<file path="src/rtl/wdog_twostage.sv">
module wdog_twostage #(
  parameter int          CW         = 32,
  parameter int          AW         = 12,
  parameter logic [31:0] UNLOCK_KEY = 32'h1ACCE551
) (
  input  logic          clk,
  input  logic          rst_n,
  input  logic          tick_en,
  input  logic          psel,
  input  logic          penable,
  input  logic          pwrite,
  input  logic [AW-1:0] paddr,
  input  logic [31:0]   pwdata,
  output logic [31:0]   prdata,
  output logic          wdog_irq,
  output logic          wdog_reset
);
  localparam logic [AW-1:0] A_LOAD  = AW'('h000);
  localparam logic [AW-1:0] A_VAL   = AW'('h004);
  localparam logic [AW-1:0] A_CTRL  = AW'('h008);
  localparam logic [AW-1:0] A_CLR   = AW'('h00C);
  localparam logic [AW-1:0] A_RAW   = AW'('h010);
  localparam logic [AW-1:0] A_MSK   = AW'('h014);
  localparam logic [AW-1:0] A_LOCK  = AW'('hC00);
  localparam logic [AW-1:0] A_ITEN  = AW'('hF00);
  localparam logic [AW-1:0] A_ITOUT = AW'('hF04);
  localparam logic [AW-1:0] A_ID0   = AW'('hFD0);
  localparam logic [AW-1:0] A_IDN   = AW'('hFFC);

  logic [CW-1:0] reload_q, count_q;
  logic          running_q, raw_q, rstf_q, locked_q, iten_q;
  logic [1:0]    ctrl_q, itout_q;

  wire wr      = psel & penable & pwrite;
  wire wr_ok   = wr & (~locked_q | (paddr == A_LOCK));
  wire wr_load = wr_ok & (paddr == A_LOAD);
  wire wr_clr  = wr_ok & (paddr == A_CLR);
  wire expire  = tick_en & running_q & (count_q == CW'(1)) & ~wr_load & ~wr_clr;

  always_ff @(posedge clk or negedge rst_n) begin
    if (!rst_n) begin
      reload_q  <= '1;
      count_q   <= '1;
      running_q <= 1'b1;
      raw_q     <= 1'b0;
      rstf_q    <= 1'b0;
    end else begin
      if (wr_load) begin
        reload_q  <= pwdata[CW-1:0];
        count_q   <= pwdata[CW-1:0];
        running_q <= 1'b1;
      end else if (wr_clr) begin
        count_q <= reload_q;
      end else if (tick_en && running_q) begin
        count_q <= (count_q == '0) ? reload_q : count_q - CW'(1);
      end
      if (wr_clr) raw_q <= 1'b0;
      else if (expire && !raw_q) raw_q <= 1'b1;
      if (expire && raw_q) begin
        rstf_q    <= 1'b1;
        running_q <= 1'b0;
      end
    end
  end

  always_ff @(posedge clk or negedge rst_n) begin
    if (!rst_n) begin
      ctrl_q   <= '0;
      locked_q <= 1'b0;
      iten_q   <= 1'b0;
      itout_q  <= '0;
    end else if (wr_ok) begin
      case (paddr)
        A_CTRL:  ctrl_q   <= pwdata[1:0];
        A_LOCK:  locked_q <= (pwdata != UNLOCK_KEY);
        A_ITEN:  iten_q   <= pwdata[0];
        A_ITOUT: itout_q  <= pwdata[1:0];
        default: ;
      endcase
    end
  end

  function automatic logic [7:0] id_byte(input logic [3:0] idx);
    case (idx)
      4'd0:    return 8'h04;
      4'd4:    return 8'h24;
      4'd5:    return 8'hB8;
      4'd6:    return 8'h1B;
      4'd8:    return 8'h0D;
      4'd9:    return 8'hF0;
      4'd10:   return 8'h05;
      4'd11:   return 8'hB1;
      default: return 8'h00;
    endcase
  endfunction

  wire [AW-1:0] id_off = paddr - A_ID0;

  always_comb begin
    prdata = '0;
    case (paddr)
      A_LOAD:  prdata = 32'(reload_q);
      A_VAL:   prdata = 32'(count_q);
      A_CTRL:  prdata = {30'd0, ctrl_q};
      A_RAW:   prdata = {31'd0, raw_q};
      A_MSK:   prdata = {31'd0, raw_q & ctrl_q[0]};
      A_LOCK:  prdata = {31'd0, locked_q};
      A_ITEN:  prdata = {31'd0, iten_q};
      default:
        if (paddr >= A_ID0 && paddr <= A_IDN && paddr[1:0] == 2'b00)
          prdata = {24'd0, id_byte(id_off[5:2])};
    endcase
  end

  assign wdog_irq   = iten_q ? itout_q[1] : (raw_q & ctrl_q[0]);
  assign wdog_reset = iten_q ? itout_q[0] : (rstf_q & ctrl_q[1]);

  a_r2_load_sets_count: assert property (@(posedge clk) disable iff (!rst_n)
    wr_load |=> (count_q == $past(pwdata[CW-1:0])) && running_q);
  a_r3_expire_hits_zero: assert property (@(posedge clk) disable iff (!rst_n)
    expire |=> count_q == '0);
  a_r4_reset_after_raw: assert property (@(posedge clk) disable iff (!rst_n)
    $rose(rstf_q) |-> $past(raw_q));
  a_r4_stopped_holds: assert property (@(posedge clk) disable iff (!rst_n)
    (!running_q && !wr) |=> $stable(count_q));
  a_r7_locked_ignores: assert property (@(posedge clk) disable iff (!rst_n)
    (wr && locked_q && paddr != A_LOCK) |=> $stable(ctrl_q) && $stable(reload_q) && $stable(iten_q));
  a_r5_clear_drops_raw: assert property (@(posedge clk) disable iff (!rst_n)
    wr_clr |=> !raw_q);
endmodule

</file>
<file path="config.mk">
export PLATFORM = sky130hd
export DESIGN_NAME = wdog_twostage
export DESIGN_NICKNAME = d
export VERILOG_FILES = /design/src/rtl/wdog_twostage.sv
export SDC_FILE = /design/constraint.sdc
export NUM_CORES = 1
export LEC_CHECK = 0
export ABC_AREA = 1
export BUFFER_PORTS_ARGS = -buffer_cell sky130_fd_sc_hd__buf_2
export CORE_UTILIZATION = 40
export CTS_CLUSTER_DIAMETER = 150
export CTS_CLUSTER_SIZE = 30
export DETAILED_ROUTE_END_ITERATION = 10
export SLEW_MARGIN = 15
export SYNTH_ARGS = -nofsm -noshare
export SYNTH_HDL_FRONTEND = slang
export SYNTH_SLANG_ARGS = --single-unit
</file>
<file path="constraint.sdc">
create_clock -name clk -period 7.3 [get_ports clk]
set_input_delay 2.19 -clock clk [delete_from_list [all_inputs] [get_ports clk]]
set_output_delay 2.19 -clock clk [all_outputs]
set_load 0.02 [all_outputs]
</file>
After elaboration in Yosys (flattened, before gate mapping)
Memory sizes are Yosys's and may differ from the RTL's.
Cells that the tools add are included.
Operators by class
  add/sub/neg operators: 2
  $mul: 0
  divide/modulo/power cells: 0
  magnitude comparators: 2
  equal/unequal tests: 10
  shifts and indexed selects: 0
  muxes and demuxes: 12
  bitwise gates (word level): 15
  reductions and logical operators: 16
Operators with widths (count)
  $pmux 32 s7: 1
  $mux 32: 4
  $eq 12x12->1 const B: 3
  $eq 32x1->1 const B: 1
  $logic_not 32->1: 1
  $ne 32x29->1 const B: 1
  $sub 32x1->32 const B: 1
  $eq 12x4->1 const B: 2
  $eq 12x5->1 const B: 2
  $eq 12x3->1 const B: 1
  $ge 12x12->1 const B: 1
  $le 12x12->1 const B: 1
  $logic_not 12->1: 1
  $and 1x1->1: 11
  $mux 8: 1
  $reduce_and 2->1: 4
  $mux 1: 6
  $sub 6x5->6 const B: 1
  $logic_and 1x1->1: 5
  $reduce_bool 2->1: 2
  $not 1->1: 3
  $reduce_bool 3->1: 1
  $logic_not 2->1: 1
  $logic_not 1->1: 1
  $or 1x1->1: 1
Word-level totals
  register bits after elaboration: 73
  latch bits: 0
  memory bits (writable): 0
  bits in read-only memories: 128
  bits of input ports: 50
  output and inout bits: 34
  word-level logic and storage cells: 67
  memories kept: 1
Memory list
  (no name shown): words 16, bits a word 8, read ports 1, clocked after Yosys merged registers in 0, write ports 0, RTL line 84  | case (idx)

Logic depth before layout (Yosys ltp)
Gate-level depths: netlist (run 1).
  depth after elaboration: 10
  mapped depth: 15
  gate-level depth less buffers: 13

Least setup slack after synthesis (run 1)
OpenSTA, ideal clock, no wires.
  path kind: in2out
  start point: input port paddr[4]
  end point: output port prdata[2]
  arrival time: 3.745 ns
  data required time: 5.110 ns
  setup slack: 1.365 ns
  stages: 13
  path buffers: 1
  cells stage by stage: inv_1 -> ha_1 -> nand2_4 -> inv_1 -> nand2_2 -> inv_2 -> nand2_2 -> inv_2 -> nor2_1 -> and2_1 -> buf_4 -> nor2_1 -> nor2_1
On the way
  cells in the longest elaborated chain, start to end: 5
  elaborated cells on any way between the ends: 15
  classes of those cells: add/sub: 1; order compare: 2; eq/ne: 6; mux: 2; reduce/logical: 3; memory: 1
Ends and longest elaborated chain
  from (decl): RTL line 12  | input logic [AW-1:0] paddr,
  parallel branches: the longest is 4 deep, another holds $mem_v2 16x8
  $pmux 32 s7 *: RTL line 101  | case (paddr)
  to (decl): RTL line 14  | output logic [31:0] prdata,
Mark *: on every way between the ends.

Worst setup path in the final report (run 1)
  start point: input port paddr[2]
  end point: output port prdata[4]
The elaborated chain is that of the path after synthesis.

==> metrics.txt, run 1 <==
H-tree Lvls 3; initial antenna violation count 0; worst hold path type flip-flop to flip-flop; placed inst area between 6000 and 7000 um2; Worst-path clk slew about 0.060 ns; Synth Warn # 0; fin crit share 0.894; DP Wirelength roughly 13 mm; area delta synth->final 15.3%; gp weighted congestion between 0.8 and 0.9; Crit Path Max Fanout 11; Slew HR 0.276; vias in the first global route 5,681; cells after synthesis 884; RSZ-0062 raised after global routing no; Fill cells ~1,500; final net count between 1,000 and 1,500; DR WL/cell 16.2 um; Sink Count between 70 and 80; endpoints failing hold 0; fmax ~150 MHz; Finished Cell Area 6530 um2; Worst Clk Skew 0.00590 ns; # rows 43; area of the mapped netlist about 5700 um2; Leak 3.44 nW; register share of total power 0.401; Slew Viols, Final 0; Distinct cells, synth 34; clock share of power 0.551; largest net degree at the start of global routing 74; minimum clock period roughly 6.5 ns; crit path capture type output port; Placeable Area roughly 14,000 um2; Initial DRC Count about 450; Comb power frac 0.048; IO Pins 84; first-pass GRT wire length between 20 and 30 mm; CTS resizes 0; Setup Viol. Count Final 0; DR vias between 5,000 and 6,000; total grt overflow 0; data required time at the worst endpoint slightly above 5 ns; CP startpoint kind input port; status finished, final reports clean; number of port buffers 83; register area share after synthesis 0.337; Worst-Margin Slew 1.09 ns; Mapped Nets about 940; CTS tree yes; CTS root buf clkbuf_16; Die ar. 14,600 um2; syn_area_per_cell 6.41 um2; P_int slightly below 0.8 mW; Setup Buffers After CTS 0; flops & latches, synth 73; CTS Buf Count 9; Final TNS setup 0 ns; Ant. Diodes 0; worst skew pair latency roughly 0.36 ns; vias per cell approximately 5.3; max-cap violation count 0; total power per unit cell area between 150 and 200 nW/um2; die height 121 um; Remaining DRCs 0; Sw Ratio 0.220; Critical Path AT 4.34 ns; Post-CTS Hold Fix Bufs 0; Hold WS roughly 0.47 ns; WL final roughly 18 mm; Longest Clk Path Bufs 2; layout cell share with drive strength beyond 1 0.205; Chip Width approximately 120 um; First-pass DRT Iterations 5; kind of critical path input port to output port; Max IR drop VDD about 0.17 mV; switching power 0.224 mW; Starting Density 0.410; remaining antenna violation count 0; gr usage total 0.264
## layout make-up
class                           instances  area (um2)  share of cell area
Clock buffer                            9         225              0.0345
Clock inverter                          7         143              0.0218
Timing Repair Buffer                   90         468              0.0717
Tap cell                              180         225              0.0345
Inverter                              105         394              0.0604
Sequential cell                        73        1910               0.292
Multi-Input combinational cell        668        3170               0.485
## through the flow
stage,util,worst slack (ns),total power [mW],cells
final,0.472,0.772,1.02,1132
after global routing,0.472,0.580,1.04,1132
after CTS,0.472,0.798,1.03,1132
after detailed placement,0.446,0.801,0.463,1116
after global placement,0.446,0.833,0.463,1116
after floorplan,-,1.37,0.431,884
## Yosys cell counts (all sizes together)
cell,number,area (um2)
and3b,1,8.76
o221ai,1,8.76
o21ai,39,195
dfrtp,8,200
ha,10,125
o22ai,12,75.1
and2,1,6.26
inv,105,394
nor3,7,35.0
clkbuf,9,33.8
nand3b,6,45.0
nor2,120,480
o31ai,1,7.51
xor2,10,87.6
nand4,59,369
buf,29,166
nor3b,1,7.51
nand2,283,1090
dfstp,65,1710
xnor2,1,8.76
nand3,94,498
and3,1,6.26
nor4,2,12.5
a21oi,19,95.1
## worst paths after layout
kind / start / slack, ns / depth (start not counted) / end
hold reg to reg: running_q$_DFFE_PN1P_ / 0.47 / 2 / running_q$_DFFE_PN1P_
max in group asynchronous: rst_n / 4.60 / 2 / iten_q$_DFFE_PN0P_
min in group asynchronous: rst_n / 2.09 / 2 / raw_q$_DFFE_PN0P_
setup reg to reg: count_q[0]$_DFFE_PN1P_ / 4.35 / 13 / count_q[29]$_DFFE_PN1P_
setup / recovery: paddr[2] / 0.77 / 12 / prdata[4]
hold / removal: running_q$_DFFE_PN1P_ / 0.47 / 2 / running_q$_DFFE_PN1P_
## sequential cells by signal (all words and copies together), names as in the netlist
name	flops
count_q	32
ctrl_q	2
iten_q	1
itout_q	2
locked_q	1
raw_q	1
reload_q	32
rstf_q	1
running_q	1
## power by group through the flow
stage                     combinational (mW)  clock, mW  sequential (mW)
after floorplan                       0.0179          0            0.413
after global placement                0.0497          0            0.413
after detailed placement              0.0498          0            0.413
after CTS                             0.0500      0.569            0.407
after global routing                  0.0557      0.581            0.407
final                                 0.0492      0.560            0.407
## cells in the final DEF (no fill, tap or decap), drive strengths merged
master    synthesis  layout
a21oi            19      19
o22ai            12      12
nor3              7       7
xnor2             1       1
dfstp            65      65
nor4              2       2
and3              1       1
o21ai            39      39
and2              1       1
nand3b            6       6
clkinvlp          0       3
nand3            94      94
and3b             1       1
inv             105     105
ha               10      10
nor3b             1       1
o221ai            1       1
bufinv            0       4
o31ai             1       1
dfrtp             8       8
nand4            59      59
clkbuf            9       9
nand2           283     283
nor2            120     120
xor2             10      10
buf              29      90
## per-layer routing
| metal | wire (um) | share of wire | track usage |
|---|---|---|---|
| met4 | 514 | 0.028 | 0.110 |
| met2 | 8550 | 0.47 | 0.428 |
| met3 | 1040 | 0.057 | 0.0508 |
| met5 | 0 | 0 | 0 |
| met1 | 8210 | 0.45 | 0.344 |
## worst max-delay path: stages
cell     delay (ns)
buf_2          0.14
inv_1          0.07
ha_1           0.23
nand2_2        0.13
inv_1          0.09
nand2_1        0.09
nand2_1        0.05
nor3_1         0.31
and2_1         0.61
nor2_1         0.08
nor2_1         0.15
buf_2          0.18
## logic make-up after synthesis
logic type / share of synthesized area
flip-flops: 0.337
AND/OR/NAND/NOR: 0.452
buffers and inverters: 0.105
XOR/XNOR: 0.0170
adder cells (fa/ha/maj): 0.0221
AO/OA/AOI/OAI: 0.0674
No activity file was read; power rests on OpenSTA's default activity.
==> inputs of run 2 (changes only) <==
--- a/config.mk
+++ b/config.mk
@@ -7,10 +7,12 @@
 export LEC_CHECK = 0
 export ABC_AREA = 1
 export BUFFER_PORTS_ARGS = -buffer_cell sky130_fd_sc_hd__buf_2
+export CORE_MARGIN = 3
 export CORE_UTILIZATION = 40
 export CTS_CLUSTER_DIAMETER = 150
 export CTS_CLUSTER_SIZE = 30
 export DETAILED_ROUTE_END_ITERATION = 10
+export RECOVER_POWER = 25
 export SLEW_MARGIN = 15
 export SYNTH_ARGS = -nofsm -noshare
 export SYNTH_HDL_FRONTEND = slang
==> run 2 against run 1 <==
  * The run now ends with capacitance limit, slew limit left
  * Flip-flop and latch count is the same
  * Combinational power shrank 0.8%
  * Total power shrank 8.9%
  * Setup slack gained 0.071 ns
  * Final cell count shrank 0.35%
  * Wire length shrank 0.82%
  * Critical path depth shrank 1
  * Die area grew 6.7%
  * Critical path type unchanged
==> metrics.txt, run 2 (synthesized netlist as in run 1, its figures left out) <==
status finished, violations left; failing checks capacitance limit, slew limit; Starting Density 0.418; WL met1 8.92 mm; CTS Buf Count 9; max-cap violation count 1; worst skew pair latency roughly 0.35 ns; data required time at the worst endpoint 5.11 ns; Longest Clk Path Bufs 2; Ant. Diodes 0; Worst-path clk slew ~0.05 ns; Worst Clk Skew between 0.008 and 0.009 ns; CTS tree yes; CP cell instances buf_2 > inv_1 > ha_1 > nand2_4 > inv_1 > nand4_1 > nand2_1 > nor3_1 > and2_1 > a21oi_1 > buf_2; worst path bufs/invs 4; Max IR drop VDD ~0.12 mV; top flop regs count_q (32), reload_q (32); kind of critical path input port to output port; Remaining DRCs 0; total grt overflow 0; Slew HR -1.78; Die ar. roughly 16,000 um2; CP startpoint kind input port; Setup Buffers After CTS 0; endpoints failing hold 0; Crit Path Max Fanout 11; Crit path max-delay family simple AND/OR/NAND/NOR gates; Leak 3.42 nW; largest net degree at the start of global routing between 70 and 80; Setup Viol. Count Final 0; Sink Count 73; initial antenna violation count 0; Finished Cell Area 6460 um2; # rows between 40 and 50; gp weighted congestion between 0.8 and 0.9; DR vias between 5,000 and 6,000; gr usage total 0.233; die height between 100 and 150 um; placed inst area 6160 um2; First-pass DRT Iterations 5; WL final ~18 mm; layout cell share with drive strength beyond 1 0.202; Chip Width about 120 um; final net count ~1,000; met2 WL a little under 8 mm; met3 WL post-DR around 1.2 mm; most frequent cells in the layout nand2_1, nor2_1, inv_1; minimum clock period 6.46 ns; CTS resizes 0; RSZ-0062 raised after global routing no; Critical Path AT approximately 4.3 ns; CTS root buf clkbuf_16; IO Pins 84; largest stage delay on the critical path about 0.60 ns; vias in the first global route 5,594; DP Wirelength between 10 and 15 mm; DR WL/cell between 15 and 20 um; fin crit share 0.884; CP max stage cell and2_1; number of port buffers 83; total power per unit cell area between 100 and 150 nW/um2; remaining antenna violation count 0; uppermost routed layer met4; fmax between 150 and 200 MHz; crit path capture type output port; first-pass GRT wire length between 20 and 30 mm; Placeable Area roughly 14,000 um2; Worst-Margin Slew 4.18 ns; worst hold path type flip-flop to flip-flop; Fill cells roughly 1,500; leading cell type in the layout, fill and taps excluded nand2_1; Hold WS 0.476 ns; area delta synth->final 14.1%; Final TNS setup 0 ns; Slew Viols, Final 74; vias per cell approximately 5.3; H-tree Lvls 3; Initial DRC Count approximately 530; Post-CTS Hold Fix Bufs 0; # placed instances roughly 1,100; Non-Filler Instances 1,128
-- run 2: final cells by class --
type	count	area [um2]	area share
clock buffer	14	274	0.0424
clock inverter	2	35.0	0.00542
inverter	105	394	0.0610
multi-input combinational	668	3170	0.490
sequential	73	1910	0.295
tap	176	220	0.0341
timing repair buffer	90	464	0.0718
-- run 2: power breakdown --
part	leakage (nW)	total, mW	switching, mW	internal (mW)
registers	0.775	0.407	0.000230	0.407
logic	2.50	0.0488	0.0321	0.0167
clock network	0.153	0.469	0.177	0.293
total	3.42	0.925	0.209	0.716
-- run 2: per-layer routing --
metal	vias up	global-route usage
met5	-	0
met4	0	0.0408
met3	13	0.0422
met2	187	0.364
met1	2750	0.343
li1	2987	-
-- run 2: per-stage QoR --
stage	setup slack (ns)	total power, mW	utilization
final	0.843	0.925	0.477
after global routing	0.634	0.958	0.477
after global placement	0.862	0.462	0.454
after detailed placement	0.848	0.462	0.454
after CTS	0.839	0.934	0.477
after floorplan	1.37	0.431	-
-- run 2: worst paths after layout --
path / start / slack, ns / cells past startpoint / endpoint
min: reload_q[14]$_DFFE_PN1P_ / 0.48 / 2 / reload_q[14]$_DFFE_PN1P_
max reg2reg: count_q[0]$_DFFE_PN1P_ / 3.95 / 14 / count_q[28]$_DFFE_PN1P_
max: paddr[4] / 0.84 / 11 / prdata[24]
max in group asynchronous: rst_n / 1.55 / 2 / raw_q$_DFFE_PN0P_
min reg2reg: reload_q[14]$_DFFE_PN1P_ / 0.48 / 2 / reload_q[14]$_DFFE_PN1P_
min in group asynchronous: rst_n / 3.44 / 2 / itout_q[1]$_DFFE_PN0P_
-- run 2: worst register-to-register path: stages, from the launching register on --
cell	delay, ns
dfstp_2	0.38
inv_1	0.11
ha_1	0.27
nand2_1	0.16
nor2_1	0.86
nand2_1	0.15
nor2_1	0.13
nand2_1	0.06
buf_4	0.27
nand2_4	0.37
nor2_1	0.20
nand2_1	0.11
nand3_1	0.07
nand2_1	0.10
inv_1	0.04
==> inputs of run 3 (changes only) <==
--- a/config.mk
+++ b/config.mk
@@ -12,6 +12,7 @@
 export CTS_CLUSTER_DIAMETER = 150
 export CTS_CLUSTER_SIZE = 30
 export DETAILED_ROUTE_END_ITERATION = 10
+export PLACE_DENSITY = 0.59
 export RECOVER_POWER = 25
 export SLEW_MARGIN = 15
 export SYNTH_ARGS = -nofsm -noshare
==> run 3 against run 2 <==
  * Total power fell by 5.7%
  * Critical path depth rose by 1
  * Non-clock buffer count did not move
  * Largest cell class unchanged
  * Flip-flop and latch count did not move
  * Clock-buffer cell count rose by 1
  * Critical endpoint is now prdata[7]
  * First-iteration DRC count fell by 3.2%
  * Final cell count barely moved
  * The flow still finishes with violations (capacitance limit, slew limit)
  * Fmax fell by 2.1%
  * Sequential share of layout area rose by 0.19 points
  * Sequential power barely moved
  * Combinational power fell by 1%
  * Hold slack got worse by 0.00070 ns
==> metrics.txt, run 3 (synthesized netlist as in run 1, its figures left out) <==
crit path capture type output port; CP startpoint kind input port; area delta synth->final 13.4%; largest net degree at the start of global routing 74; Starting Density 0.418; DR WL/cell 16.0 um; WL final approximately 18 mm; hold path cells 2; Die ar. between 15,000 and 20,000 um2; gr usage total 0.230; Final TNS setup 0 ns; placed inst area a little over 6000 um2; Placeable Area ~14,000 um2; most frequent cells in the layout nand2_1, nor2_1, inv_1; start point of the worst hold path reload_q[23]$_DFFE_PN1P_; fmax about 150 MHz; Crit Path Max Fanout 11; CTS Buf Count 9; gp weighted congestion roughly 0.86; CTS resizes 0; vias per cell between 5 and 6; leading cell type in the layout, fill and taps excluded nand2_1; Critical Path AT about 4.4 ns; Setup Viol. Count Final 0; Critical R2R Capture count_q[29]$_DFFE_PN1P_; final net count roughly 1,000; reg2reg path depth 14; Chip Width about 120 um; remaining antenna violation count 0; worst skew pair latency approximately 0.35 ns; Finished Cell Area around 6400 um2; top flop regs count_q (32), reload_q (32); Sink Count 73; total power per unit cell area around 140 nW/um2; WHS Endpoint reload_q[23]$_DFFE_PN1P_; First-pass DRT Iterations 5; Remaining DRCs 0; Worst Clk Skew roughly 0.0054 ns; vias in the first global route ~5,700; Max IR drop VDD approximately 0.079 mV; worst hold path type flip-flop to flip-flop; H-tree Lvls 3; Setup Buffers After CTS 0; RSZ-0062 raised after global routing no; fin crit share 0.903; kind of critical path input port to output port; Ant. Diodes 0; Hold WS roughly 0.48 ns; Top Usage Layer GRT met2; Slew HR -1.68; total grt overflow 0; max-cap violation count 1; pre-CTS setup slack roughly 0.75 ns; R2R setup slack 4.06 ns; IO Pins 84; met2 usage 0.351; data required time at the worst endpoint ~5 ns; endpoints failing hold 0; Leak about 3.4 nW; Longest Clk Path Bufs 2; Final WS setup approximately 0.71 ns; Worst-path clk slew about 0.05 ns; die height between 100 and 150 um; Slew Viols, Final 74; met3 Resource Use GR 0.0277; Critical R2R Launch count_q[0]$_DFFE_PN1P_; number of port buffers 83; Post-CTS Hold Fix Bufs 0; status finished, violations left; DP Wirelength 12.6 mm; first-pass GRT wire length about 30 mm; # rows 42; GR Layer Usage met1 0.341; CTS tree yes; CTS root buf clkbuf_16; Initial DRC Count 515; layout cell share with drive strength beyond 1 0.199; initial antenna violation count 0; Worst-Margin Slew ~4.0 ns; DR vias about 6,000; failing checks capacitance limit, slew limit; minimum clock period 6.59 ns
[run 3: per-layer routing]
| metal | part of all wire | vias to the layer above |
|---|---|---|
| li1 | - | 2995 |
| met1 | 0.50 | 2813 |
| met2 | 0.43 | 169 |
| met3 | 0.049 | 21 |
| met4 | 0.016 | 0 |
| met5 | 0 | - |
[run 3: metrics by stage]
step | util | std cells | power (mW)
6_report | 0.474 | 1127 | 0.873
3_3_place_gp | 0.454 | 1112 | 0.462
3_5_place_dp | 0.454 | 1112 | 0.462
2_1_floorplan | - | 884 | 0.431
5_1_grt | 0.474 | 1127 | 0.902
4_1_cts | 0.474 | 1127 | 0.880
[run 3: worst max-delay path, cell delays in order]
cell,delay (ns)
buf_2,0.10
inv_1,0.07
ha_1,0.24
nand2_4,0.12
inv_1,0.07
nand4_1,0.15
nand2_1,0.07
nor3_1,0.33
and2_1,0.67
nor2_1,0.11
nor2_1,0.11
buf_2,0.17
[run 3: how the worst max path moves through the flow]
stage               slack [ns]          to  depth (start not counted)     start
floorplan                 1.37   prdata[2]                         13  paddr[4]
global placement          0.84  prdata[24]                         11  paddr[2]
detailed placement        0.75   prdata[7]                         12  paddr[4]
CTS                       0.74   prdata[7]                         12  paddr[4]
global route              0.47   prdata[7]                         12  paddr[4]
finish                    0.71   prdata[7]                         12  paddr[4]
[run 3: area by class of cell]
type	instances	area (um2)
tap	176	220
fill	1476	7140
clock buffer	15	268
timing repair buffer	90	464
inverter	105	394
multi-input combinational	668	3170
sequential	73	1910
[run 3: power breakdown]
group / internal (mW) / switching, mW / total [mW]
Combinational: 0.0167 / 0.0315 / 0.0482
Sequential: 0.407 / 0.000223 / 0.407
Clock: 0.248 / 0.170 / 0.418
Total: 0.671 / 0.202 / 0.873
